File: config.mk
export PLATFORM = sky130hd
export DESIGN_NAME = pkt_field_rewriter
export DESIGN_NICKNAME = d
export VERILOG_FILES = /design/src/rtl/pkt_rw_pkg.sv /design/src/rtl/pkt_rw_match.sv /design/src/rtl/pkt_rw_track.sv /design/src/rtl/pkt_rw_apply.sv /design/src/rtl/pkt_field_rewriter.sv
export SDC_FILE = /design/constraint.sdc
export NUM_CORES = 1
export LEC_CHECK = 0
export ABC_AREA = 1
export BUFFER_PORTS_ARGS = -buffer_cell sky130_fd_sc_hd__clkbuf_2
export CAP_MARGIN = 20
export CORE_MARGIN = 4
export CORE_UTILIZATION = 32
export CTS_CLUSTER_SIZE = 12
export DETAILED_ROUTE_END_ITERATION = 12
export PLACE_DENSITY = 0.6
export SETUP_SLACK_MARGIN = 0.02
export SYNTH_ARGS = -nofsm -noshare
export SYNTH_HDL_FRONTEND = slang
export SYNTH_HIERARCHICAL = 1
export SYNTH_SLANG_ARGS = --single-unit
File: constraint.sdc
create_clock -name clk -period 6.26 [get_ports clk]
set_input_delay 1.252 -clock clk [delete_from_list [all_inputs] [get_ports clk]]
set_output_delay 1.252 -clock clk [all_outputs]
set_load 0.02 [all_outputs]
File: src/rtl/pkt_rw_pkg.sv
// Package: shared encodings and header field positions for the packet rewriter.
// Assumes a header beat at least 64 bits wide with kind in the low byte
// and address in the upper 32 bits.
package pkt_rw_pkg;

    typedef enum logic [1:0] {
        TGT_PAYLOAD = 2'b00,
        TGT_KIND    = 2'b01,
        TGT_ADDR    = 2'b10,
        TGT_NONE    = 2'b11
    } rw_target_e;

    localparam logic [7:0] KIND_MEM_WRITE = 8'h40;
    localparam int KIND_LSB = 0;
    localparam int KIND_W   = 8;
    localparam int ADDR_LSB = 32;
    localparam int ADDR_W   = 32;

endpackage

File: src/rtl/pkt_rw_match.sv
// Module: header rule comparator.
// Decides whether a header's kind and address satisfy the programmed rule.
// Purely combinational; the caller qualifies the result with valid, start and enable.
module pkt_rw_match
    import pkt_rw_pkg::*;
(
    input  logic [KIND_W-1:0] hdr_kind,
    input  logic [ADDR_W-1:0] hdr_addr,
    input  logic [KIND_W-1:0] cfg_kind,
    input  logic [ADDR_W-1:0] cfg_addr_lo,
    input  logic [ADDR_W-1:0] cfg_addr_hi,
    output logic              rule_hit
);

    // Kind equality plus inclusive address window.
    always_comb begin
        rule_hit = (hdr_kind == cfg_kind)
                && (hdr_addr >= cfg_addr_lo)
                && (hdr_addr <= cfg_addr_hi);
    end

endmodule

File: src/rtl/pkt_rw_track.sv
// Module: per-packet state tracker.
// Holds the match decision taken on the header until the next header, and
// numbers valid payload beats (header = 0), saturating at NSEL+1.
// Assumes every packet starts with a valid start beat.
module pkt_rw_track #(
    parameter int NSEL  = 8,
    parameter int IDX_W = $clog2(NSEL + 2)
) (
    input  logic             clk,
    input  logic             rst_n,
    input  logic             in_valid,
    input  logic             in_sop,
    input  logic             start_hit,
    output logic             cur_hit,
    output logic [IDX_W-1:0] cur_idx
);

    localparam logic [IDX_W-1:0] IDX_SAT = IDX_W'(NSEL + 1);

    logic             hit_q;
    logic [IDX_W-1:0] idx_q;

    // Decision and word number that apply to the beat now at the input.
    always_comb begin
        cur_hit = (in_valid && in_sop) ? start_hit : hit_q;
        if (in_sop)
            cur_idx = '0;
        else if (idx_q == IDX_SAT)
            cur_idx = idx_q;
        else
            cur_idx = idx_q + 1'b1;
    end

    // Record the header's decision and the last valid beat's number.
    always_ff @(posedge clk) begin
        if (!rst_n) begin
            hit_q <= 1'b0;
            idx_q <= '0;
        end else if (in_valid) begin
            if (in_sop)
                hit_q <= start_hit;
            idx_q <= cur_idx;
        end
    end

    AST_MATCH_HELD: assert property (@(posedge clk) disable iff (!rst_n)
        !(in_valid && in_sop) |=> $stable(hit_q));

    AST_IDX_BOUND: assert property (@(posedge clk) disable iff (!rst_n)
        idx_q <= IDX_SAT);

    AST_IDLE_NO_STEP: assert property (@(posedge clk) disable iff (!rst_n)
        !in_valid |=> $stable(idx_q));

endmodule

File: src/rtl/pkt_rw_apply.sv
// Module: data rewrite datapath.
// Produces the outgoing data word for the beat at the input, applying the
// selected action when the beat belongs to an active matching packet.
// Combinational; assumes cur_idx is 0 on a header beat.
module pkt_rw_apply
    import pkt_rw_pkg::*;
#(
    parameter int DW    = 64,
    parameter int NSEL  = 8,
    parameter int IDX_W = $clog2(NSEL + 2)
) (
    input  logic [DW-1:0]    data_in,
    input  logic             active,
    input  logic             is_hdr,
    input  logic [IDX_W-1:0] idx,
    input  rw_target_e       target,
    input  logic [NSEL-1:0]  word_sel,
    input  logic [DW-1:0]    mask,
    input  logic [DW-1:0]    value,
    output logic [DW-1:0]    data_out,
    output logic             touched
);

    logic [NSEL-1:0] sel_hot;

    // One decoder slice per selectable payload word.
    for (genvar g = 0; g < NSEL; g++) begin : g_word
        assign sel_hot[g] = word_sel[g] && (idx == IDX_W'(g + 1));
    end

    // Merge replacement value into the chosen word or header field.
    always_comb begin
        data_out = data_in;
        touched  = 1'b0;
        if (active) begin
            case (target)
                TGT_PAYLOAD: if (!is_hdr && (|sel_hot)) begin
                    data_out = (data_in & ~mask) | (value & mask);
                    touched  = 1'b1;
                end
                TGT_KIND: if (is_hdr) begin
                    data_out[KIND_LSB +: KIND_W] = value[KIND_W-1:0];
                    touched  = 1'b1;
                end
                TGT_ADDR: if (is_hdr) begin
                    data_out[ADDR_LSB +: ADDR_W] = value[ADDR_W-1:0];
                    touched  = 1'b1;
                end
                default: ;
            endcase
        end
    end

endmodule

File: src/rtl/pkt_field_rewriter.sv
// Module: inline packet field rewriter, top level.
// Forwards every beat with a single register stage and rewrites matching
// packets in flight. Assumes DW >= 64 and a well-formed beat stream; no
// backpressure is handled.
module pkt_field_rewriter
    import pkt_rw_pkg::*;
#(
    parameter int DW    = 64,
    parameter int NSEL  = 8,
    parameter int CNT_W = 16
) (
    input  logic             clk,
    input  logic             rst_n,
    input  logic             cfg_enable,
    input  logic [7:0]       cfg_kind,
    input  logic [31:0]      cfg_addr_lo,
    input  logic [31:0]      cfg_addr_hi,
    input  logic [1:0]       cfg_target,
    input  logic [NSEL-1:0]  cfg_word_sel,
    input  logic [DW-1:0]    cfg_mask,
    input  logic [DW-1:0]    cfg_value,
    input  logic [DW-1:0]    in_data,
    input  logic             in_valid,
    input  logic             in_sop,
    input  logic             in_eop,
    output logic [DW-1:0]    out_data,
    output logic             out_valid,
    output logic             out_sop,
    output logic             out_eop,
    output logic [CNT_W-1:0] mod_count
);

    localparam int IDX_W = $clog2(NSEL + 2);

    rw_target_e       tgt;
    logic             rule_hit;
    logic             start_hit;
    logic             cur_hit;
    logic [IDX_W-1:0] cur_idx;
    logic [DW-1:0]    data_rw;
    logic             touched;
    logic             count_ev;
    logic             past_ok;

    assign tgt = rw_target_e'(cfg_target);

    pkt_rw_match u_match (
        .hdr_kind    (in_data[KIND_LSB +: KIND_W]),
        .hdr_addr    (in_data[ADDR_LSB +: ADDR_W]),
        .cfg_kind    (cfg_kind),
        .cfg_addr_lo (cfg_addr_lo),
        .cfg_addr_hi (cfg_addr_hi),
        .rule_hit    (rule_hit)
    );

    // A header counts as a match only while rewriting is enabled.
    always_comb start_hit = cfg_enable && rule_hit;

    pkt_rw_track #(.NSEL(NSEL), .IDX_W(IDX_W)) u_track (
        .clk       (clk),
        .rst_n     (rst_n),
        .in_valid  (in_valid),
        .in_sop    (in_sop),
        .start_hit (start_hit),
        .cur_hit   (cur_hit),
        .cur_idx   (cur_idx)
    );

    pkt_rw_apply #(.DW(DW), .NSEL(NSEL), .IDX_W(IDX_W)) u_apply (
        .data_in  (in_data),
        .active   (cfg_enable && in_valid && cur_hit),
        .is_hdr   (in_sop),
        .idx      (cur_idx),
        .target   (tgt),
        .word_sel (cfg_word_sel),
        .mask     (cfg_mask),
        .value    (cfg_value),
        .data_out (data_rw),
        .touched  (touched)
    );

    // Count event: matching header with an action that can alter data.
    always_comb count_ev = in_valid && in_sop && start_hit && (tgt != TGT_NONE);

    // Single output register stage for data and markers.
    always_ff @(posedge clk) begin
        if (!rst_n) begin
            out_data  <= '0;
            out_valid <= 1'b0;
            out_sop   <= 1'b0;
            out_eop   <= 1'b0;
        end else begin
            out_data  <= data_rw;
            out_valid <= in_valid;
            out_sop   <= in_sop;
            out_eop   <= in_eop;
        end
    end

    // Wrapping counter of packets acted on.
    always_ff @(posedge clk) begin
        if (!rst_n)
            mod_count <= '0;
        else if (count_ev)
            mod_count <= mod_count + 1'b1;
    end

    // Marks that one clock has passed since reset, so $past is meaningful.
    always_ff @(posedge clk) begin
        if (!rst_n)
            past_ok <= 1'b0;
        else
            past_ok <= 1'b1;
    end

    AST_MARKER_DELAY: assert property (@(posedge clk) disable iff (!rst_n)
        past_ok |-> (out_valid == $past(in_valid) && out_sop == $past(in_sop)
                     && out_eop == $past(in_eop)));

    AST_BYPASS_WHEN_OFF: assert property (@(posedge clk) disable iff (!rst_n)
        past_ok && !$past(cfg_enable) |-> out_data == $past(in_data));

    AST_COUNT_FROZEN_OFF: assert property (@(posedge clk) disable iff (!rst_n)
        past_ok && !$past(cfg_enable) |-> $stable(mod_count));

    AST_UNTOUCHED_PASS: assert property (@(posedge clk) disable iff (!rst_n)
        past_ok && !$past(touched) |-> out_data == $past(in_data));

    AST_COUNT_STEP: assert property (@(posedge clk) disable iff (!rst_n)
        past_ok |-> (mod_count == $past(mod_count)
                     || mod_count == CNT_W'($past(mod_count) + 1'b1)));

endmodule

# --- Word-level counts from Yosys, hierarchy flattened ---
# Cells that the tools add are included.
totals:
  regBits: 88
  input_bits: 280
classes:
  n_eq_ne: 13
  addsub: 2
  bitwise_logic: 4
  reduce_logical: 21
  n_mux: 10
  order_cmp: 2
ops:
  columns: ["cell", "count"]
  rows:
  - ["64-bit bitwise AND", 2]
  - ["64-bit 2-to-1 mux", 2]
  - ["64-bit NOT", 1]
  - ["64-bit OR", 1]
  - ["32-bit case mux with 2 select lines", 1]
  - ["32-bit greater-or-equal comparator", 1]
  - ["32-bit <= comparator", 1]
  - ["32-bit 2-to-1 mux", 1]
  - ["24-bit 2-to-1 mux", 1]
  - ["1-bit logical AND", 17]
  - ["16-bit by 1-bit adder with 16-bit output (second input constant)", 1]
  - ["4-bit by 3-bit == test with 1-bit output (second input constant)", 4]
  - ["8-bit case mux with 2 select lines", 1]
  - ["4-bit by 2-bit == test with 1-bit output (second input constant)", 2]
  - ["4-bit == test (second input constant)", 2]
  - ["8-bit == test", 1]
  - ["4-bit 2-to-1 mux", 2]
  - ["8-bit 2-to-1 mux", 1]
  - ["8-bit OR reduction", 1]
  - ["4-bit by 1-bit adder with 4-bit output (second input constant)", 1]
  - ["4-bit by 1-bit == test with 1-bit output (second input constant)", 1]
  - ["2-bit by 1-bit == test with 1-bit output (second input constant)", 1]
  - ["2-bit == test (second input constant)", 1]
  - ["2-bit zero test", 1]
  - ["other kinds (4)", 4]

# --- Logic depth before layout (Yosys ltp) ---
logic_depth:
  depth_word: 10
  depth_mapped: 30
  mapped_depth_nobuf: 29

# --- By module ---
# The synthesis kept the hierarchy.
modules_own_cells:
  columns: ["module", "area_each_um2", "cells_each", "seq_area_each_um2", "n_inst"]
  rows:
  - ["pkt_rw_apply", 2900.3, 644, 0.0, 1]
  - ["pkt_field_rewriter", 2810.2, 355, 1661.6, 1]
  - ["pkt_rw_match", 1796.7, 290, 0.0, 1]
  - ["pkt_rw_track", 306.5, 44, 100.1, 1]

# --- Worst setup path after synthesis ---
# Ideal clock, no wire load.
synth_timing:
  path_type: "input-to-reg"
  start: "input cfg_addr_hi[31]"
  end: "register out_data[27]"
  cell_stages: 24
  arrival_ns: 3.951
  setup_slack_ns: 2.200
  setup_ns: 0.110
  n_path_buf: 2
  path_cell_list: "inv_1 ha_1 nand2_1 nor2_2 and2_4 inv_2 nor2_2 and3b_1 a21oi_1 nor2_1 nand2_1 inv_1 inv_1 a31oi_1 and3_1 buf_2 nand2_1 inv_1 buf_1 nand3_1 o21ai_0 inv_1 nand2_1 inv_1"
synth_between:
  elab_chain_cells: 6
synth_rtl:
  columns: ["element", "line", "rtl"]
  rows:
  - ["start, declared", "pkt_field_rewriter.sv:17", "input logic [31:0] cfg_addr_hi,"]
  - ["32-bit <= comparator", "pkt_rw_match.sv:19", "&& (hdr_addr <= cfg_addr_hi);"]
  - ["1-bit logical AND", "pkt_rw_match.sv:19", null]
  - ["net rule_hit", "pkt_field_rewriter.sv:36", "logic rule_hit;"]
  - ["1-bit logical AND", "pkt_field_rewriter.sv:57", "always_comb start_hit = cfg_enable && rule_hit;"]
  - ["net start_hit", "pkt_field_rewriter.sv:37", "logic start_hit;"]
  - ["1-bit 2-to-1 mux", "pkt_rw_track.sv:25", "cur_hit = (in_valid && in_sop) ? start_hit : hit_q;"]
  - ["net cur_hit", "pkt_field_rewriter.sv:38", "logic cur_hit;"]
  - ["1-bit logical AND", "pkt_field_rewriter.sv:71", ".active (cfg_enable && in_valid && cur_hit),"]
  - ["64-bit 2-to-1 mux", "pkt_rw_apply.sv:35", "if (active) begin"]
  - ["net data_rw[27]", "pkt_field_rewriter.sv:40", "logic [DW-1:0] data_rw;"]
  - ["end signal, assigned", "pkt_field_rewriter.sv:93", "out_data <= data_rw;"]
  - ["end, declared", "pkt_field_rewriter.sv:26", "output logic [DW-1:0] out_data,"]
# The timed path passes the listed nets, and every way through them passes these cells.
# A chain may end at the register's enable or synchronous reset.

# --- Final worst setup path ---
layout_timing:
  start: "input in_data[35]"
  end: "register out_data[14]"
layout_between:
  elab_chain_cells: 7
  word_cells_on_any_way: 8
  cone_classes: "2 x order compare; 2 x mux; 4 x reduce/logical"
layout_rtl:
  columns: ["element", "line", "rtl"]
  rows:
  - ["start, declared", "pkt_field_rewriter.sv:22", "input logic [DW-1:0] in_data,"]
  - ["32-bit greater-or-equal comparator", "pkt_rw_match.sv:18", "&& (hdr_addr >= cfg_addr_lo)"]
  - ["1-bit logical AND", "pkt_rw_match.sv:18", null]
  - ["1-bit logical AND *", "pkt_rw_match.sv:19", null]
  - ["net rule_hit", "pkt_field_rewriter.sv:36", null]
  - ["1-bit logical AND *", "pkt_field_rewriter.sv:57", null]
  - ["net start_hit", "pkt_field_rewriter.sv:37", null]
  - ["1-bit 2-to-1 mux *", "pkt_rw_track.sv:25", null]
  - ["net cur_hit", "pkt_field_rewriter.sv:38", null]
  - ["1-bit logical AND *", "pkt_field_rewriter.sv:71", null]
  - ["64-bit 2-to-1 mux *", "pkt_rw_apply.sv:35", null]
  - ["net data_rw[14]", "pkt_field_rewriter.sv:40", null]
# The timed path passes the listed nets; every way through them passes the cells marked *.

==> flow_summary_export.csv <==
group,metric,value,unit
status,status,"completed",
floorplan,core-area,23700,µm²
min_path,holdPathStages,2,
worst_setup_path,crit_path_max_incr_delay,0.64,ns
synthesis,syn-num-nets,1677,
sta,post-route-period-util,79.5,%
routing,num_vias,9096,
cts,hold_buffers,0,
sta,tns,0,ns
synthesis,yosysWarnings,6,
worst_setup_path,rr_startpoint,"u_track/idx_q[0]$_SDFFE_PN0P_",
cts,ctsHtreeMaxLevel,3,
place,place_hpwl,23.6,mm
sta,worstMarginPinSlew,0.955,ns
routing,via_per_inst,4.58,
power,p_leak,6.34,nW
place,dpl_cell_area,9830,µm²
synthesis,netlist_area,7780,µm²
cts,clk-insertion-delay-late,0.35,ns
floorplan,std_cell_rows,56,
min_path,min_path_type,"reg2reg",
min_path,hp-start,"mod_count[15]$_SDFFE_PN0P_",
routing,routed_wl,29.5,mm
global_route,overflow,0,
place,port_buffers,362,
worst_setup_path,path_class,"in2reg",
routing,antenna_left,0,
place,gp_congestion,0.930,
layout,finalInstanceArea,10100,µm²
sta,maxSlewHeadroom,36.3,%
synthesis,synth.avg_cell_area,5.86,µm²
sta,fmax,201,MHz
floorplan,ios,363,
sta,finalHoldViolCount,0,
worst_setup_path,r2r.worst_path.cells,18,
layout,syn_to_final_growth,30.1,%
cts,tritoncts,"yes",
routing,drtIter0Drc,548,
worst_setup_path,critPathTopFamily,"simple AND/OR/NAND/NOR gates",
cts,ctsResizeCount,0,
cts,ctsLongestPathBuffers,2,
place,dp_cells,1970,
sta,rsz0062_at_grt,"false",
sta,finalCriticalPeriod,4.98,ns
worst_setup_path,cp.arrival,5.23,ns
worst_setup_path,ff2ff_setup_slack,2.54,ns
min_path,holdPathEnd,"mod_count[15]$_SDFFE_PN0P_",
layout,num-nets-final,2012,
global_route,antenna_found_initial,2,
worst_setup_path,r2r_end,"out_data[30]$_SDFF_PN0_",
cts,cts_buffers,9,
worst_setup_path,path_max_fanout,22,
synthesis,synth_cells,1327,
run,cap_violations,0,
cts,cts.sinks,88,
floorplan,fp.dieH,164,µm
sta,maxSlewViolCount,0,
worst_setup_path,start_kind,"input port",
worst_setup_path,crit_path_end_kind,"flop",
global_route,grt_pass1_wl,44.9,mm
global_route,grt.total_usage,21.2,%
routing,avgRoutedWirePerCell,14.9,µm
routing,drc,0,
worst_setup_path,cp_slowest_cell,"and3_1",
layout,drive_gt1_share,25.5,%
worst_setup_path,cp_num_buf_inv,7,
worst_setup_path,required,6.51,ns
routing,drtPass1Iterations,5,
floorplan,die_w,164,µm
cts,path_clk_slew,0.07,ns
sta,skew,0.00782,ns
sta,finalSetupViolations,0,
power,ir_worst_vdd,0.137,mV
global_route,grt_pass1_vias,8561,
floorplan,die_area,26900,µm²
floorplan,start_util,32.9,%
cts,post-cts-setup-buffer-count,0,
global_route,grt_max_degree,74,
power,powerDensity,161,nW/µm²
cts,root_buffer,"clkbuf_16",
worst_setup_path,crit_top_cell,"nand2_1",
layout,instances_no_fill,1987,
-- final cells by class --
class                   count  area [µm²]
repair buffers            368        1860
clock inverters             7        62.6
clock buffers               9         225
flip-flops and latches     88        1760
inverters                 297        1110
multi-input cells         898        4700
well taps                 319         399
fillers                  2666       13600
diodes                      1        2.50
-- state kept, by name (all words and copies together) (netlist names) --
signal,cells
out_eop,1
out_sop,1
out_data,64
out_valid,1
u_track/hit_q,1
mod_count,16
u_track/idx_q,4
-- worst max path at each step --
stage	startpoint	end	slack (ns)	cells past startpoint
2_1_floorplan	cfg_addr_hi[31]	out_data[27]$_SDFF_PN0_	2.21	24
3_3_place_gp	cfg_addr_lo[3]	out_data[13]$_SDFF_PN0_	0.99	27
3_5_place_dp	in_data[55]	out_data[14]$_SDFF_PN0_	0.92	22
4_1_cts	in_data[55]	out_data[14]$_SDFF_PN0_	1.27	22
5_1_grt	in_data[54]	out_data[5]$_SDFF_PN0_	0.84	20
6_report	in_data[35]	out_data[14]$_SDFF_PN0_	1.28	26
-- report_power, final --
part           switching (mW)  internal, mW
registers              0.0102         0.586
logic                   0.295         0.186
clock network           0.271         0.278
-- stage by stage --
stage | worst slack (ns) | total power, mW | util (%) | hold WS [ns]
finish | 1.28 | 1.63 | 42.8 | 0.535
detailed placement | 0.919 | 1.09 | 41.5 | 0.513
global route | 0.839 | 1.74 | 42.8 | 0.566
CTS | 1.27 | 1.65 | 42.7 | 0.533
floorplan | 2.21 | 0.886 | - | 0.535
global placement | 0.991 | 1.09 | 41.5 | 0.492
-- layer usage --
metal	vias up	share of wire (%)	GRT usage, %
li1	4758	-	-
met1	3977	43	27.2
met2	318	48	36.2
met3	41	6.4	3.74
met4	2	2.6	6.63
met5	-	0.044	0
-- layout by cell type (no fill, tap or decap), drive strengths merged --
| cell type | count |
|---|---|
| clkinvlp | 3 |
| xor2 | 1 |
| and3 | 1 |
| nand3 | 80 |
| nand2 | 457 |
| o211ai | 24 |
| dfxtp | 88 |
| ha | 70 |
| and2 | 3 |
| xnor2 | 9 |
| and3b | 1 |
| o21ai | 83 |
| a21o | 1 |
| o21a | 3 |
| nand4 | 12 |
| clkbuf | 370 |
| inv | 301 |
| buf | 7 |
| nor2 | 64 |
| a21oi | 41 |
| a31oi | 1 |
| nor3 | 19 |
| o21bai | 12 |
| diode | 1 |
| o22ai | 16 |
-- worst min-delay path: stages (launching register included) --
cell and delay, ns:
dfxtp_1 0.36, a21oi_1 0.05, nor2_1 0.09
Note: power is estimated with default switching activity, not from simulation.
